File: src/rtl/eau_pkg.sv
package eau_pkg;

  typedef enum logic [1:0] {
    MODE_REG   = 2'b00,
    MODE_IND   = 2'b01,
    MODE_POST  = 2'b10,
    MODE_PCREL = 2'b11
  } eau_mode_e;

  typedef enum logic [1:0] {
    SZ_BYTE = 2'b00,
    SZ_WORD = 2'b01,
    SZ_LONG = 2'b10,
    SZ_RSVD = 2'b11
  } eau_size_e;

  // log2 of the operand width in bytes; the reserved code acts as a longword
  function automatic logic [1:0] size_shift(input logic [1:0] sz);
    case (eau_size_e'(sz))
      SZ_BYTE: size_shift = 2'd0;
      SZ_WORD: size_shift = 2'd1;
      default: size_shift = 2'd2;
    endcase
  endfunction

endpackage

File: src/rtl/eau_size_dec.sv
module eau_size_dec
  import eau_pkg::*;
#(
  parameter int AW = 32
) (
  input  logic [1:0]    size,
  output logic [1:0]    shift,
  output logic [AW-1:0] step,
  output logic [1:0]    align_mask
);

  always_comb begin
    shift = size_shift(size);
    step  = AW'(1) << shift;
    case (shift)
      2'd0:    align_mask = 2'b00;
      2'd1:    align_mask = 2'b01;
      default: align_mask = 2'b11;
    endcase
  end

endmodule

File: src/rtl/eau_addr_gen.sv
module eau_addr_gen
  import eau_pkg::*;
#(
  parameter int AW     = 32,
  parameter int DISPW  = 8,
  parameter int PC_OFS = 4
) (
  input  logic [1:0]       mode,
  input  logic [1:0]       shift,
  input  logic [AW-1:0]    base,
  input  logic [AW-1:0]    pc,
  input  logic [DISPW-1:0] disp,
  output logic [AW-1:0]    ea,
  output logic             is_reg,
  output logic             is_post
);

  localparam int PADW = AW - DISPW;

  logic [AW-1:0] pc_ahead;
  logic [AW-1:0] pc_base;
  logic [AW-1:0] disp_ext;
  logic [AW-1:0] disp_scaled;

  always_comb begin
    pc_ahead    = pc + AW'(PC_OFS);
    pc_base     = (shift == 2'd2) ? {pc_ahead[AW-1:2], 2'b00} : pc_ahead;
    disp_ext    = {{PADW{1'b0}}, disp};
    disp_scaled = disp_ext << shift;
  end

  always_comb begin
    is_reg  = 1'b0;
    is_post = 1'b0;
    case (eau_mode_e'(mode))
      MODE_REG: begin
        ea     = '0;
        is_reg = 1'b1;
      end
      MODE_IND: ea = base;
      MODE_POST: begin
        ea      = base;
        is_post = 1'b1;
      end
      default: ea = pc_base + disp_scaled;
    endcase
  end

endmodule

File: src/rtl/eau_align_chk.sv
module eau_align_chk #(
  parameter int AW = 32
) (
  input  logic [AW-1:0] ea,
  input  logic [1:0]    align_mask,
  input  logic          is_reg,
  output logic          misaligned
);

  logic [1:0] bad_bits;

  for (genvar b = 0; b < 2; b++) begin : g_bit
    assign bad_bits[b] = ea[b] & align_mask[b];
  end

  assign misaligned = ~is_reg & (|bad_bits);

endmodule

File: src/rtl/eau_unit.sv
module eau_unit
  import eau_pkg::*;
#(
  parameter int AW     = 32,
  parameter int DISPW  = 8,
  parameter int PC_OFS = 4
) (
  input  logic             clk,
  input  logic             rst,
  input  logic             req_valid,
  input  logic [1:0]       mode,
  input  logic [1:0]       size,
  input  logic [AW-1:0]    base,
  input  logic [AW-1:0]    pc,
  input  logic [DISPW-1:0] disp,
  output logic             ea_valid,
  output logic [AW-1:0]    ea,
  output logic             reg_operand,
  output logic             addr_err,
  output logic             wb_en,
  output logic [AW-1:0]    wb_data
);

  logic [1:0]    shift;
  logic [AW-1:0] step;
  logic [1:0]    align_mask;
  logic [AW-1:0] ea_nxt;
  logic          is_reg;
  logic          is_post;
  logic          misaligned;

  // stage-1 copy of the write-back, released one cycle after the address
  logic          wb_pend;
  logic [AW-1:0] wb_pend_data;

  eau_size_dec #(.AW(AW)) u_size (
    .size       (size),
    .shift      (shift),
    .step       (step),
    .align_mask (align_mask)
  );

  eau_addr_gen #(.AW(AW), .DISPW(DISPW), .PC_OFS(PC_OFS)) u_gen (
    .mode    (mode),
    .shift   (shift),
    .base    (base),
    .pc      (pc),
    .disp    (disp),
    .ea      (ea_nxt),
    .is_reg  (is_reg),
    .is_post (is_post)
  );

  eau_align_chk #(.AW(AW)) u_align (
    .ea         (ea_nxt),
    .align_mask (align_mask),
    .is_reg     (is_reg),
    .misaligned (misaligned)
  );

  always_ff @(posedge clk) begin
    if (rst) begin
      ea_valid     <= 1'b0;
      ea           <= '0;
      reg_operand  <= 1'b0;
      addr_err     <= 1'b0;
      wb_pend      <= 1'b0;
      wb_pend_data <= '0;
    end else begin
      ea_valid <= req_valid;
      wb_pend  <= req_valid & is_post & ~misaligned;
      if (req_valid) begin
        ea           <= ea_nxt;
        reg_operand  <= is_reg;
        addr_err     <= misaligned;
        wb_pend_data <= base + step;
      end
    end
  end

  always_ff @(posedge clk) begin
    if (rst) begin
      wb_en   <= 1'b0;
      wb_data <= '0;
    end else begin
      wb_en <= wb_pend;
      if (wb_pend) wb_data <= wb_pend_data;
    end
  end

endmodule

File: config.mk
export PLATFORM = sky130hd
export DESIGN_NAME = eau_unit
export DESIGN_NICKNAME = d
export VERILOG_FILES = /design/src/rtl/eau_pkg.sv /design/src/rtl/eau_size_dec.sv /design/src/rtl/eau_addr_gen.sv /design/src/rtl/eau_align_chk.sv /design/src/rtl/eau_unit.sv
export SDC_FILE = /design/constraint.sdc
export NUM_CORES = 1
export LEC_CHECK = 0
export BUFFER_PORTS_ARGS = -buffer_cell sky130_fd_sc_hd__buf_2
export CELL_PAD_IN_SITES_DETAIL_PLACEMENT = 0
export CELL_PAD_IN_SITES_GLOBAL_PLACEMENT = 2
export CORE_UTILIZATION = 29
export DETAILED_ROUTE_END_ITERATION = 7
export PLACE_DENSITY_LB_ADDON = 0.1
export SLEW_MARGIN = 30
export SYNTH_ARGS = -nofsm -noshare
export SYNTH_HDL_FRONTEND = slang
export SYNTH_SLANG_ARGS = --single-unit
export TNS_END_PERCENT = 5
File: constraint.sdc
create_clock -name clk -period 3.95 [get_ports clk]
set_input_delay 0.79 -clock clk [delete_from_list [all_inputs] [get_ports clk]]
set_output_delay 0.79 -clock clk [all_outputs]
set_load 0.02 [all_outputs]
==> results of run 1 <==
[flip-flops by register name (all words and copies together), names as in the netlist]
name / cells
ea_valid: 1
addr_err: 1
wb_data: 32
ea: 32
wb_en: 1
reg_operand: 1
wb_pend: 1
wb_pend_data: 32
[cell usage in the layout, fill, tap and decap left out, types with 4 or more instances in the layout]
cell / n
a211oi_1: 42
a21boi_0: 4
a21o_1: 8
a21oi_1: 17
a22oi_1: 16
a311oi_1: 9
a31oi_1: 8
and2_1: 6
and3_1: 8
and4_1: 9
buf_2: 144
buf_4: 22
clkbuf_16: 9
dfxtp_1: 100
ha_1: 19
inv_1: 17
mux2i_1: 46
nand2_1: 48
nand3_1: 22
nand4_1: 15
nor2_1: 120
nor2b_1: 11
nor3_1: 12
nor4_1: 7
o211ai_1: 4
o21a_1: 5
o21ai_0: 22
or3_1: 11
xnor2_1: 46
xor2_1: 24
[kinds of logic after synthesis]
group                    count (synthesis)
AO/OA/AOI/OAI                          172
buffers and inverters                   68
adder cells (fa/ha/maj)                 21
other                                    1
XOR/XNOR                                70
flip-flops                             101
multiplexers                            46
AND/OR/NAND/NOR                        295
[routing by layer]
| layer | track usage | share of wire | vias to the layer above |
|---|---|---|---|
| li1 | - | - | 3063 |
| met4 | 0.05859 | 0.019 | 0 |
| met1 | 0.2560 | 0.49 | 2706 |
| met5 | 0 | 0 | - |
| met2 | 0.2717 | 0.44 | 162 |
| met3 | 0.01970 | 0.044 | 21 |
[cell type report]
cell class                      count  share of cell area
Inverter                           17            0.008266
Clock inverter                      6            0.009887
Multi-Input combinational cell    606              0.5289
Clock buffer                       10             0.03096
Antenna cell                        1           0.0003241
Sequential cell                   101              0.2624
Timing Repair Buffer              166              0.1147
Tap cell                          275             0.04457
[final timing paths]
path	cells past startpoint	to	start	slack (ns)
setup / recovery	14	ea[31]	pc[2]	0.47
hold / removal	2	ea[11]	ea[11]	0.48
setup reg to reg	2	wb_data[20]	wb_pend	2.76
hold reg to reg	2	ea[11]	ea[11]	0.48
[power by group through the flow]
stage | Clock (mW) | Combinational [mW] | Sequential, mW
floorplan | 0 | 0.332 | 1.15
global placement | 0 | 0.561 | 1.13
detailed placement | 0 | 0.566 | 1.13
CTS | 0.963 | 0.568 | 1.11
global route | 1.01 | 0.626 | 1.12
finish | 0.932 | 0.564 | 1.11
[through the flow]
| stage | hold WS (ns) | area, um2 | power, mW | util | std cells |
|---|---|---|---|---|---|
| finish | 0.4847 | 7720 | 2.606 | 0.3627 | 1182 |
| floorplan | 0.4560 | 6394 | 1.486 | - | 775 |
| global placement | 0.4663 | 7400 | 1.695 | 0.3476 | 1165 |
| detailed placement | 0.4765 | 7402 | 1.700 | 0.3477 | 1165 |
| CTS | 0.4863 | 7717 | 2.641 | 0.3625 | 1181 |
| global route | 0.5038 | 7720 | 2.749 | 0.3627 | 1182 |
[critical path, cell delays in order]
cell,delay [ns]
buf_2,0.14
ha_1,0.24
and3_1,0.22
nand3_1,0.10
xnor2_1,0.15
ha_1,0.35
and3_1,0.23
a221oi_1,0.12
a21boi_0,0.14
buf_4,0.17
nand4b_1,0.23
nor4_1,0.38
xnor2_1,0.14
a2111oi_2,0.34
==> summary.md, run 1 <==
| Metric | Value |
|---|---|
| Clock share of power | 0.358 |
| TritonCTS Buffers | 9 |
| Final setup TNS | 0 ns |
| Die area | 22630 um2 |
| Crit share post-route | 0.8821 |
| Critical Path Fanout Max | 6 |
| Headroom to the max-slew limit | 0.4185 |
| Share of cells above drive strength 1 | 0.2208 |
| Worst endpoint required time | 4.20 ns |
| Leak pwr | 3.135 nW |
| Vias in the first global route | 5625 |
| Part of the power in combinational logic | 0.216 |
| Core Area | 21290 um2 |
| FP Rows | 53 |
| Vias per cell | 5.036 |
| Xor/xnor share of the synthesized area | 0.09595 |
| Avg Inst Size Synth | 8.256 um2 |
| Post-CTS Hold Buffers | 0 |
| Filler cell count | 2235 |
| Finish-stage setup viols | 0 |
| Antenna Nets Post-Route | 0 |
| TritonCTS Sinks | 101 |
| Nets | 1001 |
| Final wirelength | 19920 um |
| Peak VDD IR | 0.1873 mV |
| Vias | 5952 |
| Pwr dens | 337.6 nW/um2 |
| DR WL/cell | 16.86 um |
| CTS Root Cell | clkbuf_16 |
| Flop pwr share | 0.426 |
| Multi-input logic area | 4083 um2 |
| Chip Height | 150.4 um |
| Die Width | 150.4 um |
| Synth Area in Adders | 0.04347 |
| Clock latency on the worst-skew pair | 0.34 ns |
| Initial Util | 0.3002 |
| DRC viols | 0 |
| Post-synth EDFFs | 0 |
| First-pass GRT wire length | 31100 um |
| Fmax | 0.2870 GHz |
| Setup CP Type | input port to flop |
| Tmin final | 3.484 ns |
| Max Cap Violations | 0 |
| Routability Congestion | 0.8265 |
| Grt ovf | 0 |
| Worst Path Arrival | 3.73 ns |
| Most frequent cell after synthesis | nor2_1 |
| Outcome | completed |
| Cell area after synthesis | 6390 um2 |
| Buffers inserted by post-CTS timing repair | 0 |
| Crit start category | input port |
| PortBufs | 146 |
| Switching part of the total | 0.3043 |
| HP Class | flop to flop |
| Net switching power | 793.0 uW |
| Synth Flop Type | dfxtp_1 |
| Post-synth top cells | nor2_1, dfxtp_1, nand2_1 |
| Post_cts resized | 0 |
| FF/Latch Area | 2026 um2 |
| Post-Synth Simple-Gate Area | 0.2303 |
| Actual transition at the worst max-transition pin | 0.8723 ns |
| Post-synthesis mux area share | 0.07206 |
| Worst-path clk slew | 0.07 ns |
| Ys Warns | 0 |
| Synthesis-to-layout area growth | 20.81% |
| Post-Synthesis Cells | 774 |
| Count of cell types in the netlist | 74 |
| Detail Placement HPWL | 15550 um |
| Slew Limit Fails | 0 |
| Worst clock skew | 0.005496 ns |
| Iteration-0 DRC Markers | 306 |
| Cell taking the most area after synthesis | dfxtp_1 |
| Final hold vios | 0 |
| Post-route setup slack | 0.4657 ns |
| Synthesized flop and latch total | 101 |
| Maximum number of pins on one net before global-route repair | 86 |
| Worst setup EP type | flop |
| Tot GR Track Use | 0.1773 |
| Ys async rst share | 0 |
| Synth top area cells | dfxtp_1, mux2i_1, nor2_1 |
| Dpl ws | 0.1506 ns |
| DR pass1 iterations | 6 |
| Synth Area in Compound Gates | 0.1956 |
| Clock tree buffer depth | 2 |
| Register area share after synthesis | 0.3164 |
| H-tree Lvls | 3 |
| Combinational family with the most area after synthesis | simple AND/OR/NAND/NOR gates |
| Yosys top cell area share | 0.3164 |
| RSZ-0062 raised after global routing | no |
| Internal power | 1.813 mW |
| Initial antenna violation count | 1 |
| Top Ports | 147 |
| CTS tree | yes |
Power figures use the tool's default switching activity.
==> inputs of run 2 (changes only) <==
- ABC_AREA: not set -> 1
- CORE_UTILIZATION: 29 -> 26
==> run 2 against run 1 <==
The run now ends with DRC left. Maximum frequency is 3.3% higher. Sequential power hardly changed. Area after synthesis is 8.6% higher. Largest cell class unchanged. Largest power group unchanged.
==> summary.md, run 2 <==
| Metric | Value |
|---|---|
| Outcome | complete, but fails checks |
| Failing checks | DRC |
| Initial antenna violation count | 1 (unchanged) |
| Largest registers | ea: 32 flops, wb_data: 32 flops, wb_pend_data: 32 flops |
| Grt ovf | 0 (unchanged) |
| CTS Root Cell | clkbuf_16 |
| Critical Path Fanout Max | 12 (+6) |
| Iteration-0 DRC Markers | 389 (+27%) |
| Setup CP Type | input port to flop |
| Clock latency on the worst-skew pair | 0.35 ns (about the same) |
| CP max stage cell | nor2_1 |
| Worst Path Arrival | 3.61 ns (-0.12 ns) |
| Reg2Reg Depth | 3 (+1) |
| Final hold vios | 0 (unchanged) |
| Ys Warns | 0 (unchanged) |
| CP top delay family | simple AND/OR/NAND/NOR gates |
| Yosys top cell area share | 0.2913 (-0.02510) |
| FF-to-FF setup slack | 2.30 ns (-0.46 ns) |
| DRC viols | 14 (+14) |
| PortBufs | 146 (unchanged) |
| Fin cells | 1578 (+34%) |
| Vias in the first global route | 6978 (+24%) |
| Die Width | 165.4 um (+9.9%) |
| RR Startpoint | wb_pend |
| Final wirelength | 24300 um (+22%) |
| H-tree Lvls | 3 (unchanged) |
| Finish-stage setup viols | 0 (unchanged) |
| Final setup TNS | 0 ns (unchanged) |
| Tot GR Track Use | 0.1811 (+0.003808) |
| Ys async rst share | 0 (unchanged) |
| ANT cells | 0 (-1) |
| Placed cell area | 8024 um2 (+8.4%) |
| Max stage delay on crit path | 0.41 ns (+0.03 ns) |
| Dpl ws | 0.2194 ns (+0.06883 ns) |
| Synth Flop Type | dfxtp_1 |
| Post-CTS Hold Buffers | 0 (unchanged) |
| Worst setup endpoint | ea[16] |
| Avg Inst Size Synth | 6.264 um2 (-24%) |
| Pwr dens | 318.4 nW/um2 (-5.7%) |
| Routability Congestion | 0.8433 (+2.0%) |
| Synth top area cells | dfxtp_1, nand2_1, o21ai_0 |
| Post-Synthesis Cells | 1108 (+43%) |
| Max Cap Violations | 0 (unchanged) |
| Fmax | 0.2965 GHz (+3.3%) |
| Die area | 27350 um2 (+21%) |
| Clock tree buffer depth | 2 (unchanged) |
| Hold Slack | 0.4608 ns (-0.02389 ns) |
| Worst-path clk slew | 0.07 ns (about the same) |
| Crit share post-route | 0.8537 (-0.02836) |
| Most frequent cell after synthesis | nand2_1 |
| Nets | 1338 (+34%) |
| Most frequent cells in the layout | nand2_1, buf_2, inv_1 |
| DR pass1 iterations | 7 (+1) |
| Core Area | 26130 um2 (+23%) |
| Vias | 7182 (+21%) |
| R2r endpoint | wb_data[14] |
| Cell taking the most area after synthesis | dfxtp_1 |
| Post_cts resized | 0 (unchanged) |
| FP Rows | 59 (+11%) |
| Post-synth EDFFs | 0 (unchanged) |
| Vias per cell | 4.551 (-9.6%) |
| Commonest non-fill, non-tap cell in the layout | nand2_1 |
| DR WL/cell | 15.40 um (-8.6%) |
| Initial Util | 0.2656 (-0.03460) |
| Worst setup EP type | flop |
| Synthesis-to-layout area growth | 19.92% |
| Worst clock skew | 0.003618 ns (-0.001878 ns) |
| Finished Cell Area | 8323 um2 (+7.8%) |
| Top Ports | 147 (unchanged) |
| Cell area after synthesis | 6940 um2 (+8.6%) |
| Register area share after synthesis | 0.2913 (-0.02510) |
| Buffers inserted by post-CTS timing repair | 0 (unchanged) |
| CP Depth | 17 (+3) |
| Total power | 2.650 mW (+1.7%) |
| Synthesized flop and latch total | 101 (unchanged) |
| Slew Limit Fails | 0 (unchanged) |
| Post-synth top cells | nand2_1, inv_1, nor2_1 |
| Actual transition at the worst max-transition pin | 0.8705 ns (-0.001816 ns) |
| Dpl cells | 1562 (+34%) |
| Worst Path Buf+Inv | 3 (+1) |
| Count of cell types in the netlist | 45 (-39%) |
| Share of cells above drive strength 1 | 0.1866 (-0.03411) |
| Chip Height | 165.4 um (+9.9%) |
| Antenna Nets Post-Route | 0 (unchanged) |
| Final core occ | 0.3185 (-0.04417) |
| CTS tree | yes |
| Tmin final | 3.372 ns (-0.1120 ns) |
| Filler cell count | 3024 (+35%) |
| CP startpoint | size[1] |
| TritonCTS Buffers | 9 (unchanged) |
| HP Class | flop to flop |
| Post-route setup slack | 0.5777 ns (+0.1120 ns) |
| Peak VDD IR | 0.1492 mV (-20%) |
| Leak pwr | 4.118 nW (+31%) |
| Maximum number of pins on one net before global-route repair | 74 (-14%) |
| First-pass GRT wire length | 37940 um (+22%) |
| RSZ-0062 raised after global routing | no |
| Detail Placement HPWL | 19690 um (+27%) |
| Critical-path cell list | buf_2 > nor2_1 > inv_1 > nor2_1 > a221oi_1 > ha_1 > nand2_1 > nand2_1 > a31o_2 > a21oi_1 > nor2_1 > nor2_2 > inv_1 > nand2_1 > nand3_1 > nand3_1 > a21oi_1 |
| Crit start category | input port |
| Headroom to the max-slew limit | 0.4190 (+0.0005720) |
| TritonCTS Sinks | 101 (unchanged) |
| Worst endpoint required time | 4.19 ns (about the same) |
-- run 2: cell count changes after synthesis, moves of 12 or more --
cell | previous run | this run
nand3_1 | 22 | 60
a22oi_1 | 16 | 2
nand2_1 | 48 | 217
xnor2_1 | 46 | 13
o21ai_0 | 22 | 114
nor2b_1 | 12 | 0
a21oi_1 | 17 | 111
a211oi_1 | 42 | 0
nand2_2 | 0 | 16
inv_1 | 17 | 145
mux2i_1 | 46 | 0
nor2_1 | 120 | 140
-- run 2: final cells by class --
| class | count | area [um2] | share of cell area |
|---|---|---|---|
| multi-input cells | 820 | 4210 | 0.5059 |
| repair buffers | 157 | 813.3 | 0.09772 |
| inverters | 149 | 559.3 | 0.06720 |
| clock inverters | 6 | 70.07 | 0.008419 |
| flip-flops and latches | 101 | 2022 | 0.2429 |
| clock buffers | 10 | 229.0 | 0.02751 |
| well taps | 335 | 419.2 | 0.05036 |
-- run 2: power breakdown --
group | internal [mW] | switching [mW]
Clock | 0.498 | 0.419
Combinational | 0.204 | 0.414
Sequential | 1.08 | 0.0352
-- run 2: cells by family (layout without fill, tap and decap cells) --
logic type,count (synthesis),count (layout),synth area share
other,1,2,0.0005403
AOI/OAI and AO/OA,259,259,0.1988
xor gates and xnor gates,31,31,0.04020
adders and majority gates,21,21,0.04002
DFF,101,101,0.2913
and+or+nand+nor,507,507,0.3265
buffers and inverters,188,322,0.1026
-- run 2: worst min-delay path by stage --
stage | from | to | slack (ns) | cells after the start
after floorplan | wb_pend_data[17] | wb_data[17] | 0.43 | 2
after global placement | wb_pend_data[13] | wb_data[13] | 0.45 | 2
after detailed placement | wb_pend_data[2] | wb_data[2] | 0.45 | 2
after CTS | wb_pend_data[2] | wb_data[2] | 0.46 | 2
after global routing | wb_pend_data[13] | wb_data[13] | 0.49 | 2
final | wb_pend_data[2] | wb_data[2] | 0.46 | 2
-- run 2: per-layer routing --
metal  wire, um  GRT usage  vias up
met3        593    0.01848       18
met5          0          0        -
met1      11750     0.2398     3190
li1           -          -     3862
met4        307    0.04174        0
met2      11650     0.3140      112
-- run 2: worst reg2reg max path: stages (launching register included) --
cell and delay (ns):
dfxtp_1 0.72, inv_1 0.50, nor2_1 0.26, nor2_1 0.07
==> inputs of run 3 (changes only) <==
- CORE_UTILIZATION: 26 -> 31
- clock period: 3.95 -> 4 ns (I/O delays scaled with it)
==> run 3 against run 2 <==
The run now ends clean. Critical path depth is 1 lower. Power is 2.5% lower. Non-clock buffer count is 2 higher. Clock skew is 0.0077 ns higher. Hold slack worse by 0.010 ns. Sequential power hardly changed. Clock-buffer cell count is 1 lower. Sequential share of layout area is 0.14 points higher. Sequential cell count stayed put. Critical endpoint unchanged.
==> summary.md, run 3 (synthesis gave the netlist of run 2 again) <==
| Metric | Value |
|---|---|
| Outcome | completed |
| CP Depth | 16 (-1) |
| Fmax | 0.3099 GHz |
| Vias in the first global route | 6704 (-3.9%) |
| Final hold vios | 0 (unchanged) |
| H-tree Lvls | 3 (unchanged) |
| R2r endpoint | wb_data[21] |
| CTS tree | yes |
| Antenna Nets Post-Route | 0 (unchanged) |
| Clock latency on the worst-skew pair | 0.35 ns (about the same) |
| Post-CTS Hold Buffers | 0 (unchanged) |
| Commonest non-fill, non-tap cell in the layout | nand2_1 |
| Initial Util | 0.3170 (+0.05146) |
| Fin cells | 1525 (-3.4%) |
| CTS Root Cell | clkbuf_16 |
| Synthesis-to-layout area growth | 19.24% |
| CP max stage cell | fa_1 |
| Peak VDD IR | 0.1836 mV (+23%) |
| Met1 usage | 0.2739 (+0.03406) |
| Tot GR Track Use | 0.2031 (+0.02195) |
| Detail Placement HPWL | 18430 um (-6.4%) |
| Part of the power in combinational logic | 0.238 (+0.005) |
| CP startpoint | size[1] |
| Switching part of the total | 0.3372 (+0.009378) |
| Final setup TNS | 0 ns (unchanged) |
| Worst Path Arrival | 3.46 ns (-0.15 ns) |
| Tmin final | 3.226 ns |
| Slew Limit Fails | 0 (unchanged) |
| Worst endpoint required time | 4.23 ns (+0.04 ns) |
| TritonCTS Buffers | 9 (unchanged) |
| Crit share post-route | 0.8066 |
| DRC viols | 0 (-14) |
| Maximum number of pins on one net before global-route repair | 74 (unchanged) |
| Max Cap Violations | 0 (unchanged) |
| Reg2Reg Depth | 4 (+1) |
| Buffers inserted by post-CTS timing repair | 0 (unchanged) |
| Crit start category | input port |
| Leak pwr | 4.138 nW (+0.49%) |
| Share of cells above drive strength 1 | 0.1888 (+0.002110) |
| Most frequent cells in the layout | nand2_1, buf_2, inv_1 |
| Grt ovf | 0 (unchanged) |
| TritonCTS Sinks | 101 (unchanged) |
| Worst-path clk slew | 0.08 ns (about the same) |
| FP Rows | 54 (-8.5%) |
| RR Startpoint | wb_pend |
| Vias | 7096 (-1.2%) |
| Setup CP Type | input port to flop |
| Actual transition at the worst max-transition pin | 0.8554 ns (-0.01506 ns) |
| Final wirelength | 22670 um (-6.7%) |
| Clock tree buffer depth | 2 (unchanged) |
| DR WL/cell | 14.87 um (-3.5%) |
| PortBufs | 146 (unchanged) |
| Nets | 1340 (+0.15%) |
| Clock share of power | 0.338 (-0.008) |
| Flop pwr share | 0.425 (+0.004) |
| DR pass1 iterations | 5 (-2) |
| ANT cells | 0 (unchanged) |
| RSZ-0062 raised after global routing | no |
| Total power | 2.584 mW (-2.5%) |
| Die Width | 151.6 um (-8.3%) |
| Worst clock skew | 0.01136 ns (+0.007743 ns) |
| Top Ports | 147 (unchanged) |
| Iteration-0 DRC Markers | 315 (-19%) |
| Hold_sp | wb_pend_data[8] |
| CP top delay family | simple AND/OR/NAND/NOR gates |
| Largest registers | ea: 32 flops, wb_data: 32 flops, wb_pend_data: 32 flops |
| GR peak layer | met2 |
| First-pass GRT wire length | 36180 um (-4.6%) |
| Global routing usage on met3 | 0.01707 (-0.001416) |
| Worst setup endpoint | ea[16] |
| FF-to-FF setup slack | 2.51 ns (+0.21 ns) |
| Headroom to the max-slew limit | 0.4291 (+0.01005) |
| Finish-stage setup viols | 0 (unchanged) |
| Met2 Usage GRT | 0.3514 (+0.03737) |
| Dpl cells | 1509 (-3.4%) |
| Internal power | 1.712 mW (-3.9%) |
| Chip Height | 151.6 um (-8.3%) |
| HP Class | flop to flop |
| Routability Congestion | 0.8669 (+2.8%) |
| Worst Path Buf+Inv | 4 (+1) |
| Net switching power | 871.1 uW (+0.28%) |
| Pwr dens | 312.2 nW/um2 (-2.0%) |
| Initial antenna violation count | 0 (-1) |
| Die area | 22990 um2 (-16%) |
| Worst setup EP type | flop |
| Cell mode on critical path | nor2_1 |
| Critical Path Fanout Max | 12 (unchanged) |
| Vias per cell | 4.653 (+2.2%) |
| Post_cts resized | 0 (unchanged) |
| Max stage delay on crit path | 0.45 ns (+0.04 ns) |
| Core Area | 21890 um2 (-16%) |
| Critical-path cell list | buf_2 > nor2_1 > buf_4 > inv_1 > nor2_1 > ha_1 > fa_1 > a31o_2 > a21oi_1 > nor2_1 > nor2_2 > inv_1 > nand2_1 > nand3_1 > nand3_1 > a21oi_1 |
## run 3: worst min-delay path by stage
stage | to | slack, ns | cells past startpoint
CTS | wb_data[8] | 0.46 | 2
finish | wb_data[8] | 0.45 | 2
detailed placement | wb_data[8] | 0.45 | 2
global placement | wb_data[8] | 0.44 | 2
floorplan | wb_data[17] | 0.43 | 2
global route | wb_data[2] | 0.49 | 2
## run 3: power groups by stage
stage | sequential [mW] | clock [mW] | combinational [mW]
detailed placement | 1.12 | 0 | 0.617
global route | 1.10 | 0.942 | 0.697
CTS | 1.10 | 0.899 | 0.619
global placement | 1.12 | 0 | 0.621
floorplan | 1.16 | 0 | 0.350
finish | 1.10 | 0.872 | 0.614
## run 3: cell type report
cell class | instances | area, um2
multi-input cells | 820 | 4210
flip-flops and latches | 101 | 2022
fillers | 2509 | 13620
inverters | 149 | 559.3
well taps | 280 | 350.3
clock buffers | 9 | 225.2
repair buffers | 159 | 840.8
clock inverters | 7 | 67.56
## run 3: worst reg2reg max path: stages (launching register included)
cell and delay, ns:
dfxtp_1 0.31, buf_4 0.35, inv_1 0.44, nor2_1 0.22, nor2_1 0.06
## run 3: routing by layer
layer / share of wire / vias up
met2: 0.47 / 116
met1: 0.50 / 3102
li1: - / 3865
met5: 0 / -
met4: 0.0089 / 0
met3: 0.023 / 13
## run 3: through the flow
step	area, um2	hold slack, ns	worst slack, ns	utilization
floorplan	6944	0.4280	0.7837	-
global placement	7983	0.4449	0.4767	0.3647
detailed placement	7983	0.4498	0.4341	0.3647
CTS	8275	0.4599	0.8044	0.3780
global route	8275	0.4879	0.5360	0.3780
finish	8275	0.4507	0.7737	0.3780
